$ cat src/rtl/irq_hub.sv
module irq_hub #(
  parameter int NSRC   = 8,
  parameter int PRIO_W = 3
) (
  input  logic            clk,
  input  logic            rst_n,
  input  logic [NSRC-1:0] irq_src,
  input  logic [31:0]     bus_addr,
  input  logic [31:0]     bus_wdata,
  input  logic            bus_we,
  input  logic            bus_re,
  output logic [31:0]     bus_rdata,
  output logic            ext_irq
);
  localparam int IDW = $clog2(NSRC + 1);
  localparam logic [15:0] OFF_PEND  = 16'h1000;
  localparam logic [15:0] OFF_EN    = 16'h2000;
  localparam logic [15:0] OFF_CTRL  = 16'h2004;
  localparam logic [15:0] OFF_CLAIM = 16'h2008;

  logic [NSRC:1]      pend_q, en_q, svc_q, elig;
  logic [NSRC:1]      claim_m, done_m, pulse;
  logic [NSRC-1:0]    prev_q;
  logic [PRIO_W-1:0]  prio_q [1:NSRC];
  logic               sup_on_q;
  logic [PRIO_W-1:0]  floor_q;
  logic [IDW-1:0]     win_id;
  logic [PRIO_W-1:0]  win_p;

  wire        in_win   = bus_addr[31:16] == 16'hE000;
  wire [15:0] off      = bus_addr[15:0];
  wire        hit_pend  = in_win && off == OFF_PEND;
  wire        hit_en    = in_win && off == OFF_EN;
  wire        hit_ctrl  = in_win && off == OFF_CTRL;
  wire        hit_claim = in_win && off == OFF_CLAIM;
  wire        hit_prio  = in_win && off[15:12] == 4'h0 && off[1:0] == 2'b00;
  wire [9:0]  prio_idx  = off[11:2];
  wire        do_claim  = bus_re && hit_claim && win_id != '0;
  wire        do_done   = bus_we && hit_claim;

  assign pulse   = irq_src & ~prev_q;
  assign ext_irq = win_id != '0;

  always_comb begin
    for (int i = 1; i <= NSRC; i++) begin
      elig[i]    = pend_q[i] && en_q[i] && prio_q[i] != '0 &&
                   (!sup_on_q || prio_q[i] >= floor_q);
      claim_m[i] = do_claim && win_id == IDW'(i);
      done_m[i]  = do_done && bus_wdata == 32'(i);
    end
  end

  always_comb begin
    win_id = '0;
    win_p  = '0;
    for (int i = 1; i <= NSRC; i++)
      if (elig[i] && prio_q[i] > win_p) begin
        win_p  = prio_q[i];
        win_id = IDW'(i);
      end
  end

  always_comb begin
    bus_rdata = '0;
    if (hit_pend)       bus_rdata = 32'({pend_q, 1'b0});
    else if (hit_en)    bus_rdata = 32'({en_q, 1'b0});
    else if (hit_ctrl)  bus_rdata = {sup_on_q, 31'(floor_q)};
    else if (hit_claim) bus_rdata = 32'(win_id);
    else if (hit_prio)
      for (int i = 1; i <= NSRC; i++)
        if (prio_idx == 10'(i)) bus_rdata = 32'(prio_q[i]);
  end

  always_ff @(posedge clk) begin
    if (!rst_n) begin
      prev_q   <= '0;
      pend_q   <= '0;
      svc_q    <= '0;
      en_q     <= '0;
      sup_on_q <= 1'b0;
      floor_q  <= '0;
      for (int i = 1; i <= NSRC; i++) prio_q[i] <= '0;
    end else begin
      prev_q <= irq_src;
      pend_q <= (pend_q | (pulse & ~svc_q)) & ~claim_m;
      svc_q  <= (svc_q & ~done_m) | claim_m;
      if (bus_we && hit_en) en_q <= bus_wdata[NSRC:1];
      if (bus_we && hit_ctrl) begin
        sup_on_q <= bus_wdata[31];
        floor_q  <= bus_wdata[PRIO_W-1:0];
      end
      if (bus_we && hit_prio)
        for (int i = 1; i <= NSRC; i++)
          if (prio_idx == 10'(i)) prio_q[i] <= bus_wdata[PRIO_W-1:0];
    end
  end
endmodule


$ cat config.mk
export PLATFORM = sky130hd
export DESIGN_NAME = irq_hub
export DESIGN_NICKNAME = d
export VERILOG_FILES = /design/src/rtl/irq_hub.sv
export SDC_FILE = /design/constraint.sdc
export NUM_CORES = 1
export LEC_CHECK = 0
export CAP_MARGIN = 20
export CELL_PAD_IN_SITES_DETAIL_PLACEMENT = 1
export CELL_PAD_IN_SITES_GLOBAL_PLACEMENT = 2
export CORE_MARGIN = 10
export CORE_UTILIZATION = 32
export CTS_CLUSTER_SIZE = 28
export DETAILED_ROUTE_END_ITERATION = 10
export GPL_TIMING_DRIVEN = 0
export PLACE_DENSITY_LB_ADDON = 0.1
export REMOVE_ABC_BUFFERS = 1
export SYNTH_ARGS = -nofsm -noshare
export SYNTH_HDL_FRONTEND = slang
export SYNTH_SLANG_ARGS = --single-unit
$ cat constraint.sdc
create_clock -name clk -period 32.1 [get_ports clk]
set_clock_uncertainty 0.15 [all_clocks]
set_input_delay 3.21 -clock clk [delete_from_list [all_inputs] [get_ports clk]]
set_output_delay 3.21 -clock clk [all_outputs]
set_load 0.03 [all_outputs]
## Word-level counts from Yosys, hierarchy flattened

Memory sizes are Yosys's and may differ from the RTL's.
Cells that the tools add are included.
Widths: inputs -> output; s select.

- Register bits: 36
- Bits in writable memories: 24
- Input port bits: 76
- Output and inout port bits: 33
- Logic and storage cells: 219
- Memories: 1

Memories:

| name | depth | width | rd ports | clocked after Yosys merged registers in | write ports | RTL line | RTL |
|---|---|---|---|---|---|---|---|
| prio_q | 8 | 3 | 8 | 0 | 8 | 24 | `logic [PRIO_W-1:0] prio_q [1:NSRC];` |

- $lt $le $gt $ge: 16
- Eq/ne operators: 29
- Multiplexer cells: 69
- Bitwise logic cells: 18
- Reductions and logical operators: 80

Operator list:

| operator | number |
|---|---|
| $mux 32 | 12 |
| $eq 32x3->1 const B | 4 |
| $eq 32x2->1 const B | 2 |
| $logic_and 1x1->1 | 60 |
| $eq 16x14->1 const B | 3 |
| $mux 3 | 16 |
| $eq 10x3->1 const B | 4 |
| $mux 1 | 34 |
| $and 8x8->8 | 4 |
| $eq 32x1->1 const B | 1 |
| $eq 32x4->1 const B | 1 |
| $not 8->8 | 4 |
| $mux 4 | 7 |
| $ge 3x3->1 | 8 |
| $reduce_bool 3->1 | 8 |
| $gt 3x3->1 | 7 |
| $eq 10x2->1 const B | 2 |
| $eq 16x13->1 const B | 1 |
| $eq 16x16->1 const B | 1 |
| $eq 4x3->1 const B | 4 |
| $or 8x8->8 | 2 |
| $eq 10x1->1 const B | 1 |
| $eq 10x4->1 const B | 1 |
| $eq 4x2->1 const B | 2 |
| other kinds (9) | 23 |

## Logic depth before layout (Yosys ltp)

Gate-level depths: netlist (run 1).
An unclocked memory read counts as a cell.

- Depth in word-level cells: 32
- Gate-level depth with buffers: 50
- Mapped depth without buffers: 49

## Worst setup path after synthesis (run 1)

Ideal clock, no wire load.

- Path type: reg2out
- Start point: register prio_q[0][5] (netlist name)
- End point: output bus_rdata[1]
- Arrival time: 10,634 ps
- Data required time: 28,740 ps
- Slack: 18,106 ps
- Stages on the path, launching flop included: 45
- Path buffers: 1
- Cell sequence: edfxtp_1 ha_1 nand2_1 o2111ai_2 o311a_1 nand2_1 ha_1 and3_1 a211oi_2 o311ai_1 a31oi_4 ha_1 a21oi_1 nand2_1 nand4_1 clkbuf_1 mux2_2 ha_1 [9 not listed] mux2_4 ha_1 nor2_1 a41oi_1 nand2_1 mux2_2 ha_1 nor2b_1 o21a_1 o211ai_1 nor2_1 a21o_1 ha_1 nor2b_1 o21a_1 o211ai_1 nand2_1 o21ai_0

RTL lines:

| item | RTL line | RTL |
|---|---|---|
| to (decl) | 12 | `output logic [31:0] bus_rdata,` |

## Final worst setup path (run 1)

- Start point: register floor_q[2]
- End point: output bus_rdata[3]

- Cells in the longest elaborated chain, start to end: 30
- Elaborated cells on any way between the ends: 56
- Those cells by class: order compare (15); mux (17); reduce/logical (24)

Ends and longest elaborated chain:

| item | RTL line | RTL |
|---|---|---|
| from (decl) | 26 | `logic [PRIO_W-1:0] floor_q;` |
| from (signal assigned) | 90 | `floor_q <= bus_wdata[PRIO_W-1:0];` |
| $ge 3x3->1 | 47 | `(!sup_on_q \|\| prio_q[i] >= floor_q);` |
| $logic_or 1x1->1 | 47 |  |
| $logic_and 1x1->1 | 46 | `elig[i] = pend_q[i] && en_q[i] && prio_q[i] != '0 &&` |
| $logic_and 1x1->1 | 57 | `if (elig[i] && prio_q[i] > win_p) begin` |
| $mux 3 | 57 |  |
| $gt 3x3->1 | 57 |  |
| $logic_and 1x1->1 | 57 |  |
| $mux 3 | 57 |  |
| [14 not listed] | n/a |  |
| $mux 3 | 57 |  |
| $gt 3x3->1 | 57 |  |
| $logic_and 1x1->1 | 57 |  |
| $mux 4 (*) | 57 |  |
| $mux 32 (*) | 68 | `else if (hit_claim) bus_rdata = 32'(win_id);` |
| $mux 32 (*) | 67 | `else if (hit_ctrl) bus_rdata = {sup_on_q, 31'(floor_q)};` |
| $mux 32 (*) | 66 | `else if (hit_en) bus_rdata = 32'({en_q, 1'b0});` |
| $mux 32 (*) | 65 | `if (hit_pend) bus_rdata = 32'({pend_q, 1'b0});` |

Every way passes the cells marked *; elsewhere a longest branch is shown, timed or not.

==> results of run 1 <==
## synth_stat cells (15+ instances only)
master	n	share of area
sky130_fd_sc_hd__a21boi_0	15	0.025
sky130_fd_sc_hd__nand2_1	64	0.053
sky130_fd_sc_hd__buf_4	22	0.036
sky130_fd_sc_hd__nor2_1	54	0.044
sky130_fd_sc_hd__dfxtp_1	36	0.16
sky130_fd_sc_hd__and2_1	16	0.022
sky130_fd_sc_hd__inv_1	25	0.021
sky130_fd_sc_hd__edfxtp_1	24	0.16
sky130_fd_sc_hd__ha_1	39	0.11
sky130_fd_sc_hd__o21ai_0	36	0.039
## worst max-delay path: cells and delay by family, from the launching register on
kind	cells	cell delay (ns)
flip-flops	1	0.35
buffers and inverters	2	0.90
AND/OR/NAND/NOR	11	2.70
AO/OA/AOI/OAI	16	4.54
multiplexers	5	1.91
adder cells (fa/ha/maj)	8	2.52
## state kept, by name, summed over array words and instances (netlist names)
register and count:
en_q 8, floor_q 3, pend_q 8, prev_q 8
prio_q 24, sup_on_q 1, svc_q 8
## per-layer routing
layer / GRT usage / vias up / wire length, um
li1: - / 2117 / -
met1: 0.194 / 2138 / 7100
met2: 0.283 / 121 / 7980
met3: 0.0463 / 14 / 994
met4: 0.0390 / 0 / 202
met5: 0 / - / 0
## where the power goes
| part | internal (mW) | switching [mW] |
|---|---|---|
| Combinational | 0.0130 | 0.0125 |
| Sequential | 0.0822 | 0.00403 |
| Clock | 0.0585 | 0.0348 |
## worst max path at each step
| stage | slack, ns | start | endpoint |
|---|---|---|---|
| 2_1_floorplan | 18.17 | prio_q[0][5] | bus_rdata[1] |
| 3_3_place_gp | 16.24 | floor_q[2] | bus_rdata[3] |
| 3_5_place_dp | 15.84 | floor_q[2] | bus_rdata[3] |
| 4_1_cts | 15.41 | floor_q[2] | bus_rdata[3] |
| 5_1_grt | 14.42 | floor_q[2] | bus_rdata[3] |
| 6_report | 15.44 | floor_q[2] | bus_rdata[3] |
## cell families (layout without fill, tap and decap cells)
group,Yosys count,after routing,share of synthesized area
flip-flops,60,60,0.316
AO/OA/AOI/OAI,134,134,0.214
adder cells (fa/ha/maj),40,40,0.109
AND/OR/NAND/NOR,233,233,0.257
multiplexers,13,13,0.0337
other,1,22,0.000821
buffers and inverters,60,128,0.0691
## layout make-up
| cell class | instances | area share |
|---|---|---|
| repair buffers | 87 | 0.148 |
| flip-flops and latches | 60 | 0.249 |
| multi-input cells | 442 | 0.498 |
| inverters | 25 | 0.0162 |
| well taps | 180 | 0.0388 |
| clock buffers | 12 | 0.0462 |
| clock inverters | 4 | 0.00388 |
## placed cells by master, fill, tap and decap left out, drive strengths merged, types with 9 or more instances in the layout
cell type | Yosys | routed
nor3 | 13 | 13
ha | 39 | 39
mux2 | 10 | 10
and2 | 16 | 16
clkbuf | 11 | 12
clkdlybuf4s50 | 0 | 85
o21a | 11 | 11
a21boi | 16 | 16
conb | 1 | 22
o21ai | 36 | 36
nand2b | 10 | 10
nand3 | 13 | 13
dfxtp | 36 | 36
nor2 | 54 | 54
nor3b | 9 | 9
inv | 25 | 25
nor4 | 11 | 11
edfxtp | 24 | 24
nor2b | 11 | 11
nand2 | 64 | 64
a21oi | 13 | 13
==> flow_summary.yaml, run 1 <==
status:
  outcome: "finished, final reports clean"
global_route:
  grt-ovfl-total: 0
  antenna_found_initial: 0
  grt_pass1_vias: 4769
  grt_pass1_wl_um: 25700
  grt_max_degree: 48
  global_route_total_usage_across_every_layer: 0.163
routing:
  dr.first_iter.drc_count: 195
  total_wire_length_um: 16300
  vias: 4390
  drt_pass1_iterations: 4
  drc_errors: 0
  viasPerCell: 5.42
  routedWlPerCell_um: 20.1
  ant_nets: 0
synthesis:
  syn_inst: 541
  async_flop_share: 0
  syn-cell-area_sq_um: 4570
  synth_cell_type_count: 68
  syn-mean-instance-area_sq_um: 8.44
  number_of_flops_mapped_to_enable_cells_by_yosys: 24
  ys.flop_type: "sky130_fd_sc_hd__dfxtp_1"
  synth-seq-area-share: 0.316
  synth-warning-count: 0
  synth.ff_latch_count: 60
worst_setup_path:
  rr_startpoint: "floor_q[2]"
  critPathArrivalTime_ns: 13.30
  cp-start-kind: "flop"
  regToRegEndpoint: "pend_q[1]"
  r2r_setup_slack_ns: 18.62
  critPathMostFrequentCell: "sky130_fd_sc_hd__ha_1"
  r2r_cells: 47
  cp-end-kind: "output pin"
  timing.critical_path.required_ns: 28.74
  cpPeakStageDelay_ns: 0.70
  timing.setup.critical_path_class: "reg -> out"
  worst-path-max-fanout: 16
  worst_path_max_delay_cell: "sky130_fd_sc_hd__clkdlybuf4s50_1"
sta:
  rsz_0062_raised_after_global_routing: "no"
  finalWorstSetupSlack_ns: 15.44
  max_slew_margin: 0.357
  time_the_final_worst_path_needs_with_i_o_delays_and_setup_ns: 16.66
  setup_viol: 0
  tightest_pin_transition_ns: 0.949
  fmax_mhz: 60.0
  holdWs_ns: 0.337
  drv_slew: 0
  fin_tns_setup_ns: 0
  fin_crit_sh: 0.519
  timing.final.hold_violations: 0
hold_path:
  hold_path_end: "en_q[7]"
  worst_hold_path_type: "reg -> reg"
  hold_depth: 2
  hp-start: "en_q[7]"
floorplan:
  initial_utilization: 0.328
  design.core.area_sq_um: 13900
  std_cell_rows: 43
  ioPinCount: 109
  fp.dieH_um: 139
  die_area_sq_um: 19400
  fp.dieW_um: 139
final_layout:
  drive_above_1_share: 0.0587
  final_core_utilization: 0.416
  nets: 740
  multi_input_area_sq_um: 2890
  fin_area_sq_um: 5800
  n_fill_cell: 1674
  area_growth_pct: 27.0
  instances_no_fill: 810
  area.sequential_sq_um: 1440
  antenna_cells: 0
clock_network:
  cts_buffers: 9
  cts_sinks: 60
  total_of_hold_buffers_inserted_after_clock_tree_synthesis: 0
  path_clk_slew_ns: 0.05
  htree_num_levels: 3
  tritoncts: "yes"
  cts-resized-gates: 0
  clockBufferDepth: 2
  cts_root_buffer: "sky130_fd_sc_hd__clkbuf_16"
  post_cts.repair.setup_buffers: 0
  clkLatencyLatePin_ns: 0.34
pwr:
  totalPowerFinal_uw: 205
  total_leakage_power_nw: 2.17
  ir_drop_v: 0.0000250
  power_density_nw_per_um2: 35.4
placed_design:
  placed_cells: 794
  placedInstanceArea_sq_um: 5510
  worst_slack_at_placement_ns: 15.84
  gp_congestion: 0.802
  port_buffers: 86
  dpl.hpwl_um: 13400
job:
  max_cap_viol_count: 0
No activity file was read; power rests on OpenSTA's default activity.
==> run 2: changes to the inputs <==
--- a/config.mk
+++ b/config.mk
@@ -9,7 +9,7 @@
 export CELL_PAD_IN_SITES_DETAIL_PLACEMENT = 1
 export CELL_PAD_IN_SITES_GLOBAL_PLACEMENT = 2
 export CORE_MARGIN = 10
-export CORE_UTILIZATION = 32
+export CORE_UTILIZATION = 30
 export CTS_CLUSTER_SIZE = 28
 export DETAILED_ROUTE_END_ITERATION = 10
 export GPL_TIMING_DRIVEN = 0
==> constraint.sdc (replaced) <==
create_clock -name clk -period 16.3 [get_ports clk]
set_clock_uncertainty 0.15 [all_clocks]
set_input_delay 1.63 -clock clk [delete_from_list [all_inputs] [get_ports clk]]
set_output_delay 1.63 -clock clk [all_outputs]
set_load 0.03 [all_outputs]
==> run 2 against run 1 <==
Flip-flop and latch count did not move. Combinational power rose by 98%. Critical path depth unchanged. Final cell count increased by 0.99%. Highest routed layer unchanged. Core utilization fell by 2.8 points. Via count increased by 0.18%. First-iteration DRC count fell by 22%. Count of clock-buffer cells in the layout fell by 3. Non-clock buffer count stayed put.
==> flow_summary.yaml, run 2 (synthesis gave the netlist of run 1 again) <==
worst_setup_path:
  critPathArrivalTime_ns: 13.18
  cp-end-kind: "output pin"
  timing.critical_path.required_ns: 14.52
  worst_path_max_delay_cell: "sky130_fd_sc_hd__clkdlybuf4s50_1"
  cp-start-kind: "flop"
  cpPeakStageDelay_ns: 0.70
  timing.setup.critical_path_class: "reg -> out"
  critPathMostFrequentCell: "sky130_fd_sc_hd__ha_1"
  critPathTopFamily: "compound AO/OA/AOI/OAI gates"
  worst-path-max-fanout: 16
  number_of_buffer_and_inverter_stages_on_the_critical_path: 2
sta:
  fin_tns_setup_ns: 0
  max_slew_margin: 0.379
  holdWs_ns: 0.336
  time_the_final_worst_path_needs_with_i_o_delays_and_setup_ns: 14.96
  rsz_0062_raised_after_global_routing: "no"
  fin_crit_sh: 0.918
  setup_viol: 0
  drv_slew: 0
  timing.final.hold_violations: 0
  tightest_pin_transition_ns: 0.930
  fmax_mhz: 66.9
routing:
  dr.first_iter.drc_count: 153
  vias: 4398
  routedWlPerCell_um: 20.0
  total_wire_length_um: 16400
  ant_nets: 0
  drc_errors: 0
  viasPerCell: 5.38
  drt_pass1_iterations: 5
global_route:
  grt_pass1_wl_um: 25200
  antenna_found_initial: 0
  grt-ovfl-total: 0
  grt_pass1_vias: 4627
  grt_max_degree: 48
  global_route_total_usage_across_every_layer: 0.158
final_layout:
  area.sequential_sq_um: 1440
  area_growth_pct: 27.7
  multi_input_area_sq_um: 2890
  max_flop_register: "prio_q"
  largest_reg_flops: 24
  nets: 740
  n_fill_cell: 1786
  antenna_cells: 0
  drive_above_1_share: 0.0556
  layout_commonest_cell: "sky130_fd_sc_hd__clkdlybuf4s50_1"
  layout.cells.most_common_list: "sky130_fd_sc_hd__clkdlybuf4s50_1 (85), sky130_fd_sc_hd__nand2_1 (64), sky130_fd_sc_hd__nor2_1 (54)"
clock_network:
  clockBufferDepth: 2
  cts-resized-gates: 0
  cts_root_buffer: "sky130_fd_sc_hd__clkbuf_16"
  path_clk_slew_ns: 0.05
  tritoncts: "yes"
  cts_sinks: 60
  clkLatencyLatePin_ns: 0.34
  cts_buffers: 9
  total_of_hold_buffers_inserted_after_clock_tree_synthesis: 0
  post_cts.repair.setup_buffers: 0
  htree_num_levels: 3
placed_design:
  gp_congestion: 0.817
  port_buffers: 86
  dpl.hpwl_um: 13400
floorplan:
  fp.dieH_um: 143
  std_cell_rows: 45
  fp.dieW_um: 143
  initial_utilization: 0.304
  die_area_sq_um: 20600
  ioPinCount: 109
  design.core.area_sq_um: 15000
hold_path:
  worst_hold_path_type: "reg -> reg"
pwr:
  ir_drop_v: 0.0000512
  power_density_nw_per_um2: 72.4
  total_leakage_power_nw: 2.17
job:
  max_cap_viol_count: 0
status:
  outcome: "finished, final reports clean"
==> run 2: changes by cell type in the layout (fill, tap and decap cells not counted), sizes merged <==
cell	before	now
bufinv	0	2
clkbuf	12	10
clkinv	3	5
buf	2	1
clkinvlp	1	0
==> run 2: layout make-up <==
cell class | instances | share of cell area
tap | 188 | 0.0404
clock inverter | 7 | 0.0140
multi-input combinational | 442 | 0.495
timing repair buffer | 87 | 0.148
inverter | 25 | 0.0161
sequential | 60 | 0.247
clock buffer | 9 | 0.0386
==> run 2: report_power, final <==
group / total [mW] / switching (mW) / internal (mW)
Combinational: 0.0504 / 0.0248 / 0.0255
Clock: 0.202 / 0.0701 / 0.132
Sequential: 0.170 / 0.00799 / 0.162
==> run 2: worst register-to-register path: cells and delay by family, from the launching register on <==
family                   cells  cell delay, ns
AO/OA/AOI/OAI               16            4.47
adder cells (fa/ha/maj)      8            2.58
buffers and inverters        1            0.20
flip-flops                   1            0.35
multiplexers                 4            1.54
AND/OR/NAND/NOR             18            3.94
==> run 2: layer usage <==
layer,vias to the layer above,track usage,routed length (um)
li1,2125,-,-
met1,2132,0.195,7410
met2,127,0.264,7830
met3,14,0.0432,979
met4,0,0.0430,168
met5,-,0,0
==> run 2: final timing paths <==
kind               from           end  slack, ns  cells past startpoint
max          floor_q[2]  bus_rdata[3]       1.34                     42
min            svc_q[6]      svc_q[6]       0.34                      2
min reg2reg    svc_q[6]      svc_q[6]       0.34                      2
max reg2reg  floor_q[2]     pend_q[1]       2.97                     47
==> run 2: metrics by stage <==
step | instances | util | worst slack [ns] | cell area [sq um] | power [mW]
global placement | 801 | 0.367 | 2.01 | 5520 | 0.221
floorplan | 527 | - | 3.95 | 4420 | 0.192
CTS | 817 | 0.387 | 1.35 | 5820 | 0.426
detailed placement | 801 | 0.367 | 1.75 | 5510 | 0.223
finish | 818 | 0.388 | 1.34 | 5830 | 0.422
global route | 818 | 0.388 | 0.483 | 5830 | 0.436
